$ cat src/rtl/gpt_pkg.sv
package gpt_pkg;
   typedef enum logic [1:0] {
      GPT_PULSE = 2'd0,
      GPT_CAPT  = 2'd1,
      GPT_EVENT = 2'd2,
      GPT_IDLE  = 2'd3
   } gpt_mode_e;

   localparam logic [2:0] GPT_A_CFG    = 3'd0;
   localparam logic [2:0] GPT_A_PERIOD = 3'd1;
   localparam logic [2:0] GPT_A_WIDTH  = 3'd2;
   localparam logic [2:0] GPT_A_COUNT  = 3'd3;
   localparam logic [2:0] GPT_A_STATUS = 3'd4;
endpackage

$ cat src/rtl/gpt_sync.sv
module gpt_sync #(
   parameter int STAGES = 2
) (
   input  logic clk,
   input  logic rst_n,
   input  logic d,
   output logic rise,
   output logic fall
);
   logic [STAGES-1:0] chain;
   logic              last;

   generate
      if (STAGES < 2) begin : g_bad
         $error("gpt_sync: STAGES must be at least 2");
      end
      for (genvar i = 0; i < STAGES; i++) begin : g_stage
         always_ff @(posedge clk or negedge rst_n) begin
            if (!rst_n) chain[i] <= 1'b0;
            else if (i == 0) chain[i] <= d;
            else chain[i] <= chain[(i == 0) ? 0 : i-1];
         end
      end
   endgenerate

   always_ff @(posedge clk or negedge rst_n) begin
      if (!rst_n) last <= 1'b0;
      else last <= chain[STAGES-1];
   end

   assign rise = chain[STAGES-1] & ~last;
   assign fall = ~chain[STAGES-1] & last;
endmodule

$ cat src/rtl/gpt_core.sv
module gpt_core
   import gpt_pkg::*;
#(
   parameter int W = 32
) (
   input  logic         clk,
   input  logic         rst_n,
   input  logic         en,
   input  gpt_mode_e    mode,
   input  logic         start,
   input  gpt_mode_e    start_mode,
   input  logic         rise,
   input  logic         fall,
   input  logic [W-1:0] period,
   input  logic [W-1:0] width,
   input  logic         cnt_wr,
   input  logic [W-1:0] cnt_wdata,
   output logic [W-1:0] count,
   output logic         pulse_high,
   output logic         cap_per,
   output logic         cap_wid,
   output logic         term,
   output logic         ovf
);
   localparam logic [W-1:0] CNT_MAX = {W{1'b1}};
   localparam logic [W-1:0] CNT_ONE = {{(W-1){1'b0}}, 1'b1};

   logic [W-1:0] nxt;
   logic [W:0]   inc_wide;

   assign inc_wide = {1'b0, count} + {{W{1'b0}}, 1'b1};

   always_comb begin
      nxt     = count;
      term    = 1'b0;
      ovf     = 1'b0;
      cap_per = 1'b0;
      cap_wid = 1'b0;
      if (start) begin
         nxt = (start_mode == GPT_PULSE) ? CNT_ONE : '0;
      end else if (en) begin
         case (mode)
            GPT_PULSE: begin
               if (count >= period) begin
                  nxt  = CNT_ONE;
                  term = 1'b1;
               end else begin
                  nxt = inc_wide[W-1:0];
               end
            end
            GPT_CAPT: begin
               cap_wid = fall;
               if (rise) begin
                  cap_per = 1'b1;
                  nxt     = CNT_ONE;
               end else begin
                  nxt = inc_wide[W-1:0];
                  ovf = (count == CNT_MAX);
               end
            end
            GPT_EVENT: begin
               if (rise) begin
                  if (inc_wide >= {1'b0, period}) begin
                     nxt  = '0;
                     term = 1'b1;
                  end else begin
                     nxt = inc_wide[W-1:0];
                  end
               end
            end
            default: nxt = count;
         endcase
      end
      if (cnt_wr) nxt = cnt_wdata;
   end

   always_ff @(posedge clk or negedge rst_n) begin
      if (!rst_n) count <= '0;
      else count <= nxt;
   end

   assign pulse_high = en && (mode == GPT_PULSE) && (count <= width);
endmodule

$ cat src/rtl/gpt_timer.sv
module gpt_timer
   import gpt_pkg::*;
#(
   parameter int W           = 32,
   parameter int SYNC_STAGES = 2
) (
   input  logic         clk,
   input  logic         rst_n,
   input  logic         wr_en,
   input  logic [2:0]   wr_addr,
   input  logic [W-1:0] wr_data,
   input  logic         pin_i,
   output logic         pin_o,
   output logic         pin_oe,
   output logic [W-1:0] count_o,
   output logic [W-1:0] period_o,
   output logic [W-1:0] width_o,
   output logic [1:0]   status_o,
   output logic         irq
);
   generate
      if (W < 8) begin : g_bad_w
         $error("gpt_timer: W must be at least 8");
      end
   endgenerate

   logic         en_q;
   gpt_mode_e    mode_q;
   logic [W-1:0] period_q, width_q;
   logic [1:0]   st_q;
   logic         rise, fall, start;
   logic         pulse_high, cap_per, cap_wid, term, ovf;
   logic         wr_cfg, wr_per, wr_wid, wr_cnt, wr_st;
   gpt_mode_e    wmode;

   assign wr_cfg = wr_en && (wr_addr == GPT_A_CFG);
   assign wr_per = wr_en && (wr_addr == GPT_A_PERIOD);
   assign wr_wid = wr_en && (wr_addr == GPT_A_WIDTH);
   assign wr_cnt = wr_en && (wr_addr == GPT_A_COUNT);
   assign wr_st  = wr_en && (wr_addr == GPT_A_STATUS);
   assign wmode  = gpt_mode_e'(wr_data[2:1]);
   assign start  = wr_cfg && wr_data[0] && !en_q;

   gpt_sync #(.STAGES(SYNC_STAGES)) u_sync (
      .clk(clk), .rst_n(rst_n), .d(pin_i), .rise(rise), .fall(fall)
   );

   gpt_core #(.W(W)) u_core (
      .clk(clk), .rst_n(rst_n), .en(en_q), .mode(mode_q),
      .start(start), .start_mode(wmode), .rise(rise), .fall(fall),
      .period(period_q), .width(width_q), .cnt_wr(wr_cnt),
      .cnt_wdata(wr_data), .count(count_o), .pulse_high(pulse_high),
      .cap_per(cap_per), .cap_wid(cap_wid), .term(term), .ovf(ovf)
   );

   always_ff @(posedge clk or negedge rst_n) begin
      if (!rst_n) begin
         en_q     <= 1'b0;
         mode_q   <= GPT_PULSE;
         period_q <= '0;
         width_q  <= '0;
         st_q     <= 2'b00;
      end else begin
         if (wr_cfg) begin
            en_q   <= wr_data[0];
            mode_q <= wmode;
         end
         if (wr_per) period_q <= wr_data;
         else if (cap_per) period_q <= count_o;
         if (wr_wid) width_q <= wr_data;
         else if (cap_wid) width_q <= count_o;
         st_q[0] <= (term | cap_per | ovf) | (st_q[0] & ~(wr_st & wr_data[0]));
         st_q[1] <= ovf | (st_q[1] & ~(wr_st & wr_data[1]));
      end
   end

   assign pin_oe   = en_q && (mode_q == GPT_PULSE);
   assign pin_o    = pulse_high;
   assign period_o = period_q;
   assign width_o  = width_q;
   assign status_o = st_q;
   assign irq      = st_q[0];
endmodule

$ cat config.mk
export PLATFORM = sky130hd
export DESIGN_NAME = gpt_timer
export DESIGN_NICKNAME = d
export VERILOG_FILES = /design/src/rtl/gpt_pkg.sv /design/src/rtl/gpt_sync.sv /design/src/rtl/gpt_core.sv /design/src/rtl/gpt_timer.sv
export SDC_FILE = /design/constraint.sdc
export NUM_CORES = 1
export LEC_CHECK = 0
export ABC_AREA = 1
export BUFFER_PORTS_ARGS = -buffer_cell sky130_fd_sc_hd__buf_2
export CAP_MARGIN = 20
export CORE_AREA = 2 2 132 134
export DETAILED_ROUTE_END_ITERATION = 7
export DIE_AREA = 0 0 134 136
export PLACE_DENSITY = 0.86
export SETUP_SLACK_MARGIN = 0.1
export SLEW_MARGIN = 10
export SYNTH_ARGS = -nofsm -noshare
export SYNTH_HDL_FRONTEND = slang
export SYNTH_HIERARCHICAL = 1
export SYNTH_SLANG_ARGS = --single-unit
$ cat constraint.sdc
create_clock -name clk -period 3.3 [get_ports clk]
set_input_delay 0 -clock clk [delete_from_list [all_inputs] [get_ports clk]]
set_output_delay 0 -clock clk [all_outputs]
set_load 0.02 [all_outputs]
After elaboration in Yosys (flattened, before gate mapping) --
Index checks and enable logic that the tools add are counted.
Word-level totals: register bits after elaboration 104, bits of input ports 39, output and inout bits 101, logic and storage cells 83
Operators by class: add/subtract/negate cells 1, magnitude comparators 3, equal/unequal tests 8, muxes and demuxes 30, bitwise gates (word level) 14, reduce and logical (&&, ||, !) cells 18
Operator list (count):
- $mux 32 | 11
- $pmux 32 s3 | 1
- $add 32x1->33 const B | 1
- $ge 33x32->1 | 1
- $eq 32x32->1 const B | 1
- $ge 32x32->1 | 1
- $le 32x32->1 | 1
- $mux 1 | 17
- $logic_and 1x1->1 | 9
- $and 1x1->1 | 6
- $eq 3x2->1 const B | 2
- $reduce_bool 5->1 | 1
- $logic_not 2->1 | 2
- $ne 4x3->1 const B | 1
- $not 1->1 | 4
- $or 1x1->1 | 4
- $reduce_bool 2->1 | 2
- $eq 3x1->1 const B | 1
- $eq 3x3->1 const B | 1
- $logic_not 3->1 | 1
- $reduce_and 3->1 | 1
- $reduce_bool 3->1 | 1
- $eq 2x1->1 const B | 1
- $eq 2x2->1 const B | 1
- other kinds (2) | 2

Depth between registers and ports, before layout --
Gate-level depths: netlist of run 1.
depth in word-level cells 10, depth in mapped cells 25, gate-level depth less buffers 25

Hierarchy --
Netlist of run 1, hierarchy kept.
By module, submodules not included:
- gpt_core | times used 1, cells each 739, area each 5168.7 um2
- gpt_timer | times used 1, cells each 526, area each 3849.9 um2
- gpt_sync | times used 1, cells each 7, area each 90.1 um2

Least setup slack after synthesis of run 1 --
Ideal clock, no wire load.
path type register -> register, start point reg u_core.count[0], end point reg u_core.count[22], arrival time 3033 ps, data required time 3227 ps, setup slack 193 ps, cell stages (with the launch flop) 24, path buffers 1, period minus slack after synthesis 3107 ps, cell sequence dfrtp_1 ha_1 nand2_1 inv_1 nand2_1 nor2_1 nand3_1 nor2_1 nand3_1 nor2_2 xor2_2 ha_1 a21oi_1 nor2_1 nor2_1 nand2_1 nand2_1 nand2_1 nand2_4 nand4_2 nand2_4 buf_12 nand3_2 a21oi_2
Between the ends: cells in the longest elaborated chain, start to end 8, elaborated cells between the ends (all ways) 11
Ends and longest elaborated chain:
- from (decl) | RTL line gpt_core.sv:18 | output logic [W-1:0] count,
- from (signal assigned) | RTL line gpt_core.sv:79 | else count <= nxt;
- $add 32x1->33 | RTL line gpt_core.sv:31 | assign inc_wide = {1'b0, count} + {{W{1'b0}}, 1'b1};
- $ge 33x32->1 | RTL line gpt_core.sv:63 | if (inc_wide >= {1'b0, period}) begin
- $mux 32 | RTL line gpt_core.sv:63
- $mux 32 | RTL line gpt_core.sv:62 | if (rise) begin
- $pmux 32 s3 * | RTL line gpt_core.sv:42 | case (mode)
- $mux 32 * | RTL line gpt_core.sv:41 | end else if (en) begin
- $mux 32 * | RTL line gpt_core.sv:39 | if (start) begin
- $mux 32 * | RTL line gpt_core.sv:74 | if (cnt_wr) nxt = cnt_wdata;
Every way passes the cells marked *; elsewhere a longest branch is shown, timed or not. The select of a mux whose other input is x is not followed. A chain may end at the register's enable or synchronous reset.

Worst setup path after layout of run 1 --
start point reg u_core.count[0], end point reg u_core.count[21]
The elaborated chain is that of the path after synthesis.

==> results of run 1 <==
[stage by stage]
| step | instance area (um2) | util [%] |
|---|---|---|
| finish | 11500 | 68.4 |
| CTS | 10900 | 64.8 |
| global placement | 10200 | 60.6 |
| detailed placement | 10200 | 60.6 |
| floorplan | 9110 | - |
| global route | 11500 | 68.4 |
[per-layer routing]
metal	global-route usage (%)	vias to the layer above	wire length (um)
met5	0	-	0
met4	13.1	0	950
met3	3.54	98	2530
met2	54.5	556	14900
met1	40.7	4693	12400
li1	-	4597	-
[worst max-delay path: stages (launching register included)]
cell,delay (ns)
dfrtp_1,0.39
nand3_1,0.18
nor2_2,0.19
nand2_1,0.14
nor2_4,0.16
nand3_2,0.15
nor2_2,0.17
xnor2_1,0.13
inv_1,0.08
ha_1,0.27
nand2_1,0.07
nor2_1,0.06
inv_1,0.09
a21oi_1,0.06
nor2_1,0.17
nand3_2,0.15
nand2_2,0.11
nand4_4,0.13
nand2_8,0.14
clkbuf_16,0.19
nand3_4,0.07
a21oi_2,0.15
[cell type report]
type | instances | area (um2)
multi-input combinational | 953 | 5950
fill | 1327 | 5330
sequential | 104 | 2610
timing repair buffer | 261 | 1800
inverter | 157 | 589
tap | 225 | 282
clock buffer | 11 | 243
clock inverter | 5 | 80.1
[worst paths after layout]
check	from	to	slack, ns	depth (start not counted)
max reg2reg	u_core/count[0]	u_core/count[21]	-0.05	21
max in group asynchronous	rst_n	u_core/count[10]	2.06	3
min	wr_addr[2]	status_o[1]	0.0002	4
min in group asynchronous	rst_n	status_o[0]	0.26	2
min reg2reg	u_sync/chain[0]	u_sync/chain[1]	0.36	0
max	u_core/count[0]	u_core/count[21]	-0.05	21
[placed cells by master (no fill, tap or decap), drive strengths merged]
cell | netlist | final
nand2 | 335 | 335
buf | 40 | 222
nand3 | 182 | 182
inv | 156 | 157
a21oi | 109 | 109
dfrtp | 104 | 104
ha | 100 | 100
nor2 | 100 | 100
dlygate4sd3 | 0 | 36
nand3b | 30 | 30
nand4 | 19 | 19
xor2 | 15 | 15
clkbuf | 18 | 14
xnor2 | 14 | 14
nor3 | 13 | 13
o21ai | 10 | 10
nor4 | 6 | 6
o21a | 5 | 5
a21o | 5 | 5
o221ai | 3 | 3
clkinvlp | 0 | 2
bufinv | 0 | 2
clkinv | 1 | 1
a31oi | 1 | 1
and3 | 1 | 1
nor3b | 1 | 1
or3 | 1 | 1
a21boi | 1 | 1
o211ai | 1 | 1
a211oi | 1 | 1
[sequential cells by signal (all words and copies together), names as in the netlist]
signal,flops
u_sync/last,1
en_q,1
mode_q,2
status_o,2
period_o,32
width_o,32
u_core/count,32
u_sync/chain,2
[cell families after synthesis]
| kind of cell | count (synthesis) | share of synthesized area [%] |
|---|---|---|
| AND/OR/NAND/NOR | 688 | 35.3 |
| adder cells (fa/ha/maj) | 100 | 13.7 |
| buffers and inverters | 215 | 10.4 |
| AO/OA/AOI/OAI | 136 | 9.12 |
| flip-flops | 104 | 28.6 |
| XOR/XNOR | 29 | 2.87 |
[power by group through the flow]
stage | registers, uW | logic, uW | clock network [uW]
2_1_floorplan | 2990 | 3550 | 0
3_3_place_gp | 2230 | 6220 | 0
3_5_place_dp | 2240 | 6430 | 0
4_1_cts | 2230 | 6550 | 1220
5_1_grt | 2300 | 8160 | 1280
6_report | 2250 | 7530 | 1210
[what timing repair did]
item | 4_1_cts | 5_1_grt
hold buffers | 36 | 0
resized for setup | 6 | 71
cloned | 0 | 3
buffers inserted | 2 | 24
hold endpoints to repair | 137 | 0
endpoints found under the setup margin | 32 | 33
pin swaps | 2 | 36
==> impl_metrics.ini, run 1 <==
[run_status]
status = complete, but fails checks
violations = setup timing

[synth]
synth_top_area_share_pct = 28.6
synth_top_flop_cell = dfrtp_1
yosys_warnings = 6
syn_nets = 1411
synth-edff-count = 0
synth.cells.most_frequent = nand2_1, nand3_1, inv_1, dfrtp_1, ha_1
syn_area_per_cell_um2 = 7.16
ys_ff_latch = 104
ys_top_cells_by_area = dfrtp_1, ha_1, nand2_1
ys_types = 42
synth_cells = 1272
synth_area_um2 = 9110
yosysTopAreaCell = dfrtp_1
synth.most_common_cell = nand2_1
ys_seq_area_share_pct = 28.6
async_flop_share_pct = 100

[cts]
cts_tree = yes
clockBufferDepth = 2
h-tree-depth = 3
cts_inserted_buffers = 9
clkSinkCount = 104
cts_root_buf = clkbuf_16
clk_pin_slew_worst_paths_ns = 0.08
worstSkewPairLatency_ns = 0.36

[sta]
setup_tns_ns = -0.537
clock_skew_ns = 0.00931
final-max-slew-violation-count = 0
setup_slack_ns = -0.0503
post-route-min-period_ns = 3.35
final-setup-viol-count = 24
holdWs_ns = 0.000236
relSlewSlack_pct = 46.0
fmax_mhz = 298
tightest_slew_ns = 0.810
period_share_pct = 102
rsz0062_at_grt = yes
hold_violations = 0

[finish]
drive_gt1_share_pct = 25.5
instances_no_fill = 1716
diodes = 0
area_growth_pct = 26.8
final_nets = 1625

[power_and_ir_drop]
leakage_uw = 0.00607
p_int_uw = 5330
p_comb_share_pct = 68.5
p_per_area_nw_per_um2 = 952
pwr-share-seq_pct = 20.5
p_sw_uw = 5660
totalPowerFinal_uw = 11000
pwr-share-clk_pct = 11.0
vdd_drop_max_mv = 0.403
switching_share_pct = 51.5

[drt]
via_per_inst = 5.79
initialDrtViolationCount = 955
num_vias = 9944
wirelength_mm = 30.8
wl_per_cell_um = 18.0
drtAntennaViolNets = 0
remaining_drc_errors = 0
drt_pass1_iterations = 5

[critical_path]
worst-setup-path-type = flip-flop to flip-flop
startpoint_type = flip-flop
crit_arrival_ns = 3.64
critPathCaptureType = flip-flop
critPathMaxFanout = 7
cp.required_ns = 3.59

[place]
dp.cells = 1635
portBuffers = 139
dp_hpwl_mm = 20.8
gp_congestion = 0.979
pre_cts_ws_ns = -0.00228

[min_path]
min_path_type = input pin to flip-flop

[floorplanning]
die-area_um2 = 18200
placementRows = 48
ioPinCount = 140
die_y_um = 136
fp.coreArea_um2 = 16900
start_util_pct = 54.0
die-width_um = 134

[global_route]
grt_pass1_vias = 9393
grt_overflow = 0
grt_pass1_wl_mm = 46.4
grt_use_total_pct = 31.7
grt_max_degree = 67
antenna_found_initial = 0

[flow_run]
maxCapViolations = 0
(Power assumes the default switching activity.)
==> run 2: changes to the inputs <==
==> constraint.sdc (replaced) <==
create_clock -name clk -period 3.3 [get_ports clk]
set_input_delay 0.33 -clock clk [delete_from_list [all_inputs] [get_ports clk]]
set_output_delay 0.33 -clock clk [all_outputs]
set_load 0.02 [all_outputs]
==> impl_metrics.ini, run 2 (synthesized netlist as in run 1, its figures left out) <==
[min_path]
hold_depth = 1
min_path_type = input pin to flip-flop

[finish]
diodes = 0
multiInputGateArea_um2 = 5950
area_growth_pct = 22.7
layout_commonest_cell = nand2_1
fill_cells = 1384
drive_gt1_share_pct = 26.2
seq_area_um2 = 2610
final_nets = 1586
final_cell_mix = nand2_1, nand3_1, inv_1
instances_no_fill = 1677

[sta]
rsz0062_at_grt = yes
clock_skew_ns = 0.0162
final-setup-viol-count = 4
fmax_mhz = 301
final-max-slew-violation-count = 0
period_share_pct = 101
relSlewSlack_pct = 48.7
post-route-min-period_ns = 3.32
hold_violations = 0
setup_tns_ns = -0.0497
holdWs_ns = 0.0645
tightest_slew_ns = 0.770
setup_slack_ns = -0.0180

[critical_path]
crit_top_cell = nand3_2
crit-reg2reg-launch = u_core/count[2]
r2r_end = u_core/count[15]
startpoint = u_core/count[2]
r2r_cells = 20
cp_cell_sequence = nand3_2, nor2_4, nand2_2, nor2_4, nand3_4, buf_4, xnor2_1, ha_1, nand2_1, inv_1, nand2_1, a21oi_1, nor2_1, nand3_2, nand2_2, nand4_4, nand2_8, clkbuf_16, nand3_2, a21oi_2
cp.required_ns = 3.59
critPathCaptureType = flip-flop
cpPeakStageDelay_ns = 0.44
crit_arrival_ns = 3.61
worst-setup-path-type = flip-flop to flip-flop
critPathMaxFanout = 7
cp_slowest_cell = dfrtp_1
r2r_setup_slack_ns = -0.02
startpoint_type = flip-flop
endpoint = u_core/count[15]

[drt]
initialDrtViolationCount = 879
drtAntennaViolNets = 0
num_vias = 9681
wirelength_mm = 29.4
wl_per_cell_um = 17.5
via_per_inst = 5.77
drt_pass1_iterations = 7
remaining_drc_errors = 0

[run_status]
status = complete, but fails checks
violations = setup timing

[global_route]
grt_pass1_vias = 8906
grt_overflow = 0
antenna_found_initial = 0
grt_use_total_pct = 30.6
grt_max_degree = 77
grt_pass1_wl_mm = 44.4

[power_and_ir_drop]
p_int_uw = 5250
leakage_uw = 0.00593
p_per_area_nw_per_um2 = 966
totalPowerFinal_uw = 10800
pwr-share-seq_pct = 21.2
p_comb_share_pct = 67.3
vdd_drop_max_mv = 0.431
switching_share_pct = 51.4
p_sw_uw = 5550
pwr-share-clk_pct = 11.6

[place]
dp.cells = 1631
dp_hpwl_mm = 19.8
gp_congestion = 0.949
portBuffers = 139
pre_cts_ws_ns = 0.0537

[floorplanning]
ioPinCount = 140
placementRows = 48
die-width_um = 134
die_y_um = 136
fp.coreArea_um2 = 16900
die-area_um2 = 18200
start_util_pct = 54.0

[cts]
cts_inserted_buffers = 9
cts_tree = yes
h-tree-depth = 3
clockBufferDepth = 2
cts_root_buf = clkbuf_16
clkSinkCount = 104
worstSkewPairLatency_ns = 0.37
clk_pin_slew_worst_paths_ns = 0.08

[flow_run]
maxCapViolations = 0
[run 2: changes by cell type in the layout (fill, tap and decap cells not counted), moves of 2 or more]
cell,before,now
nand3_4,7,4
nor2_4,11,14
clkbuf_16,12,10
nand2_1,314,312
nor2_1,77,74
inv_2,9,7
dlygate4sd3_1,36,1
nand2_2,16,18
buf_4,80,77
ha_1,94,96
nor3_2,5,3
xor2_2,0,2
nand3_2,22,26
[run 2: cell type report]
class | count | share of cell area, %
repair buffers | 222 | 12.6
clock inverters | 4 | 0.683
multi-input cells | 953 | 53.3
inverters | 157 | 5.29
flip-flops and latches | 104 | 23.3
clock buffers | 12 | 2.29
well taps | 225 | 2.52
[run 2: layer usage]
metal	GRT usage (%)	wire [um]
met5	0	0
met4	11.6	869
met3	3.47	2070
met2	52.1	14200
met1	39.9	12200
[run 2: worst max-delay path: cells and delay by family, from the launching register on]
family                   cells  cell delay [ns]
buffers and inverters        3             0.40
flip-flops                   1             0.44
AO/OA/AOI/OAI                2             0.22
adder cells (fa/ha/maj)      1             0.27
XOR/XNOR                     1             0.19
AND/OR/NAND/NOR             13             1.71
[run 2: timing repair]
action | CTS | global route
pin swaps | 6 | 44
endpoints found under the hold margin | 0 | 32
hold buffers | 0 | 1
gates cloned | 1 | 1
setup endpoints to repair | 32 | 33
resized for setup | 11 | 73
buffers inserted | 3 | 23
[run 2: power groups by stage]
stage / sequential (uW) / combinational [uW] / clock (uW)
4_1_cts: 2250 / 6490 / 1250
3_5_place_dp: 2270 / 6350 / 0
2_1_floorplan: 2990 / 3550 / 0
5_1_grt: 2350 / 7920 / 1300
6_report: 2290 / 7260 / 1250
3_3_place_gp: 2250 / 6170 / 0
[run 2: worst min-delay path by stage]
stage | start | endpoint | slack, ns
6_report | pin_i | u_sync/chain[0] | 0.06
5_1_grt | pin_i | u_sync/chain[0] | 0.07
4_1_cts | pin_i | u_sync/chain[0] | 0.06
3_5_place_dp | u_sync/chain[0] | u_sync/chain[1] | 0.34
3_3_place_gp | u_sync/chain[0] | u_sync/chain[1] | 0.34
2_1_floorplan | rst_n | en_q | 0.03
[run 2: per-stage QoR]
stage	util, %	cell area (um2)
floorplan	-	9110
global placement	60.4	10200
detailed placement	60.4	10200
CTS	62.9	10600
global route	66.2	11200
finish	66.2	11200
==> run 3: changes to the inputs <==
- ABC_AREA: 1 -> 0
- CELL_PAD_IN_SITES_DETAIL_PLACEMENT: unset -> 1
- CELL_PAD_IN_SITES_GLOBAL_PLACEMENT: unset -> 1
- CORE_AREA: 2 2 132 134 -> 2 2 141 143
- DIE_AREA: 0 0 134 136 -> 0 0 143 145
- PLACE_DENSITY: 0.86 -> 0.89
- SKIP_CTS_REPAIR_TIMING: unset -> 1
==> impl_metrics.ini, run 3 <==
[run_status]
status = complete, but fails checks
violations = setup timing

[global_route]
grt_use_total_pct = 29.5
antenna_found_initial = 0
grt_pass1_wl_mm = 47.9
grt_pass1_vias = 8656
grt_max_degree = 56
grt_overflow = 0

[power_and_ir_drop]
vdd_drop_max_mv = 0.418
p_per_area_nw_per_um2 = 1040
leakage_uw = 0.00543
totalPowerFinal_uw = 11300

[finish]
final_nets = 1184
final_cell_mix = buf_2, ha_1, dfrtp_1
drive_gt1_share_pct = 46.8
instances_no_fill = 1315
area_growth_pct = 28.2
diodes = 0
final_area_um2 = 10900
fin_util_pct = 56.6
layout_commonest_cell = buf_2

[drt]
remaining_drc_errors = 0
initialDrtViolationCount = 691
wl_per_cell_um = 27.1
num_vias = 8301
via_per_inst = 6.31
drt_pass1_iterations = 5
wirelength_mm = 35.6
drtAntennaViolNets = 0

[min_path]
min_path_type = input pin to asynchronous set/reset pin

[flow_run]
maxCapViolations = 0

[synth]
ys_ff_latch = 104
synth_compound_area_share_pct = 12.7
synth_cells = 835
ys_top_cells_by_area = dfrtp_1, ha_1, mux2_4
synth.cells.most_frequent = dfrtp_1, ha_1, inv_1, nand2_1, mux2_2
async_flop_share_pct = 100
synth-edff-count = 0
syn_area_per_cell_um2 = 10.1
yosysTopAreaCell = dfrtp_1
synthAdderAreaFrac_pct = 14.8
ys_types = 64
syn_nets = 974
synth_top_family_by_area = multiplexers
synth_top_area_share_pct = 30.7
ys_seq_area_share_pct = 30.7
synth-xor-area-share_pct = 2.48
yosys_warnings = 6
synth.most_common_cell = dfrtp_1
synth.area.mux_share_pct = 20.1
synth_area_um2 = 8470
synth_simple_gate_area_share_pct = 12.7
synth_top_flop_cell = dfrtp_1

[floorplanning]
placementRows = 51
die-area_um2 = 20700
fp.coreArea_um2 = 19200
start_util_pct = 44.1
die-width_um = 143
die_y_um = 145
ioPinCount = 140

[place]
dp.cells = 1296
dp_hpwl_mm = 23.3
placed_cell_area_um2 = 10200
gp_congestion = 0.889
portBuffers = 139

[critical_path]
cp_slowest_cell = or4b_4
cp_cell_sequence = nand4_1, buf_4, nor3_4, and4_4, nand4_1, xnor2_2, ha_1, a21oi_1, o21ai_0, a211oi_2, nor3_1, or4b_4, a32oi_2, nor3_2, nor4_1, a21oi_1
critPathMaxFanout = 5
worst-setup-path-type = flip-flop to flip-flop
critPathCaptureType = flip-flop
startpoint_type = flip-flop
crit_arrival_ns = 4.25
path_buf_inv = 1
crit_family = simple AND/OR/NAND/NOR gates
cpPeakStageDelay_ns = 0.54
cp.required_ns = 3.53

[sta]
period_share_pct = 122
fmax_mhz = 248
clock_skew_ns = 0.00993
final-max-slew-violation-count = 0
relSlewSlack_pct = 50.1
rsz0062_at_grt = yes
setup_slack_ns = -0.728
hold_violations = 0
setup_tns_ns = -19.68
tightest_slew_ns = 0.748
post-route-min-period_ns = 4.03
final-setup-viol-count = 33

[cts]
cts_tree = yes
cts_root_buf = clkbuf_16
clockBufferDepth = 2
h-tree-depth = 3
worstSkewPairLatency_ns = 0.37
cts_inserted_buffers = 9
clkSinkCount = 104
clk_pin_slew_worst_paths_ns = 0.07
## run 3: changes by cell type after synthesis, sizes merged, moves of 24 or more
cell,previous run,this run
nand2,335,79
nand3,182,17
mux2,0,131
nor2,100,25
a21oi,109,36
inv,156,87
nand3b,30,1
o21ai,10,34
## run 3: cells by family (layout without fill, tap and decap cells)
group / Yosys count / after routing
buffers and inverters: 120 / 335
xor gates and xnor gates: 24 / 24
AOI/OAI and AO/OA: 155 / 155
DFF: 104 / 104
adders and majority gates: 100 / 100
muxes: 131 / 131
and+or+nand+nor: 201 / 201
## run 3: path summary, 6_finish.rpt
kind / to / slack (ns) / from / depth (start not counted)
worst max-delay path: status_o[0] / -0.73 / u_core/count[10] / 16
worst min-delay path: width_o[21] / 0.003 / rst_n / 1
worst max register to register: status_o[0] / -0.73 / u_core/count[10] / 16
worst min register to register: u_sync/chain[1] / 0.38 / u_sync/chain[0] / 0
max in group asynchronous: u_core/count[5] / 2.49 / rst_n / 2
min in group clk: u_sync/chain[0] / 0.07 / pin_i / 1
## run 3: routing by layer
| metal | wire (um) | share of wire [%] | global-route usage [%] | up-vias |
|---|---|---|---|---|
| met2 | 17500 | 49 | 50.4 | 475 |
| li1 | - | - | - | 3461 |
| met5 | 0 | 0 | 0 | - |
| met3 | 2080 | 5.8 | 4.13 | 179 |
| met1 | 13800 | 39 | 36.4 | 4186 |
| met4 | 2230 | 6.3 | 13.7 | 0 |
## run 3: area by class of cell
class	count	area [um2]
Sequential cell	104	2620
Multi-Input combinational cell	611	5860
Timing Repair Buffer	232	1450
Clock buffer	11	243
Tap cell	265	332
Fill cell	2114	8340
Clock inverter	5	32.5
Inverter	87	327
## run 3: power by group
part / switching, uW / internal, uW / leakage (uW)
combinational: 4630 / 3180 / 0.00403
sequential: 567 / 1850 / 0.00127
clock: 543 / 532 / 0.000128
## run 3: metrics by stage
stage               hold slack [ns]  worst slack (ns)
floorplan                    0.0344            -0.199
CTS                          0.0430            -0.516
detailed placement            0.362            -0.489
finish                      0.00319            -0.728
global route                 0.0598            -0.822
global placement              0.334            -0.224
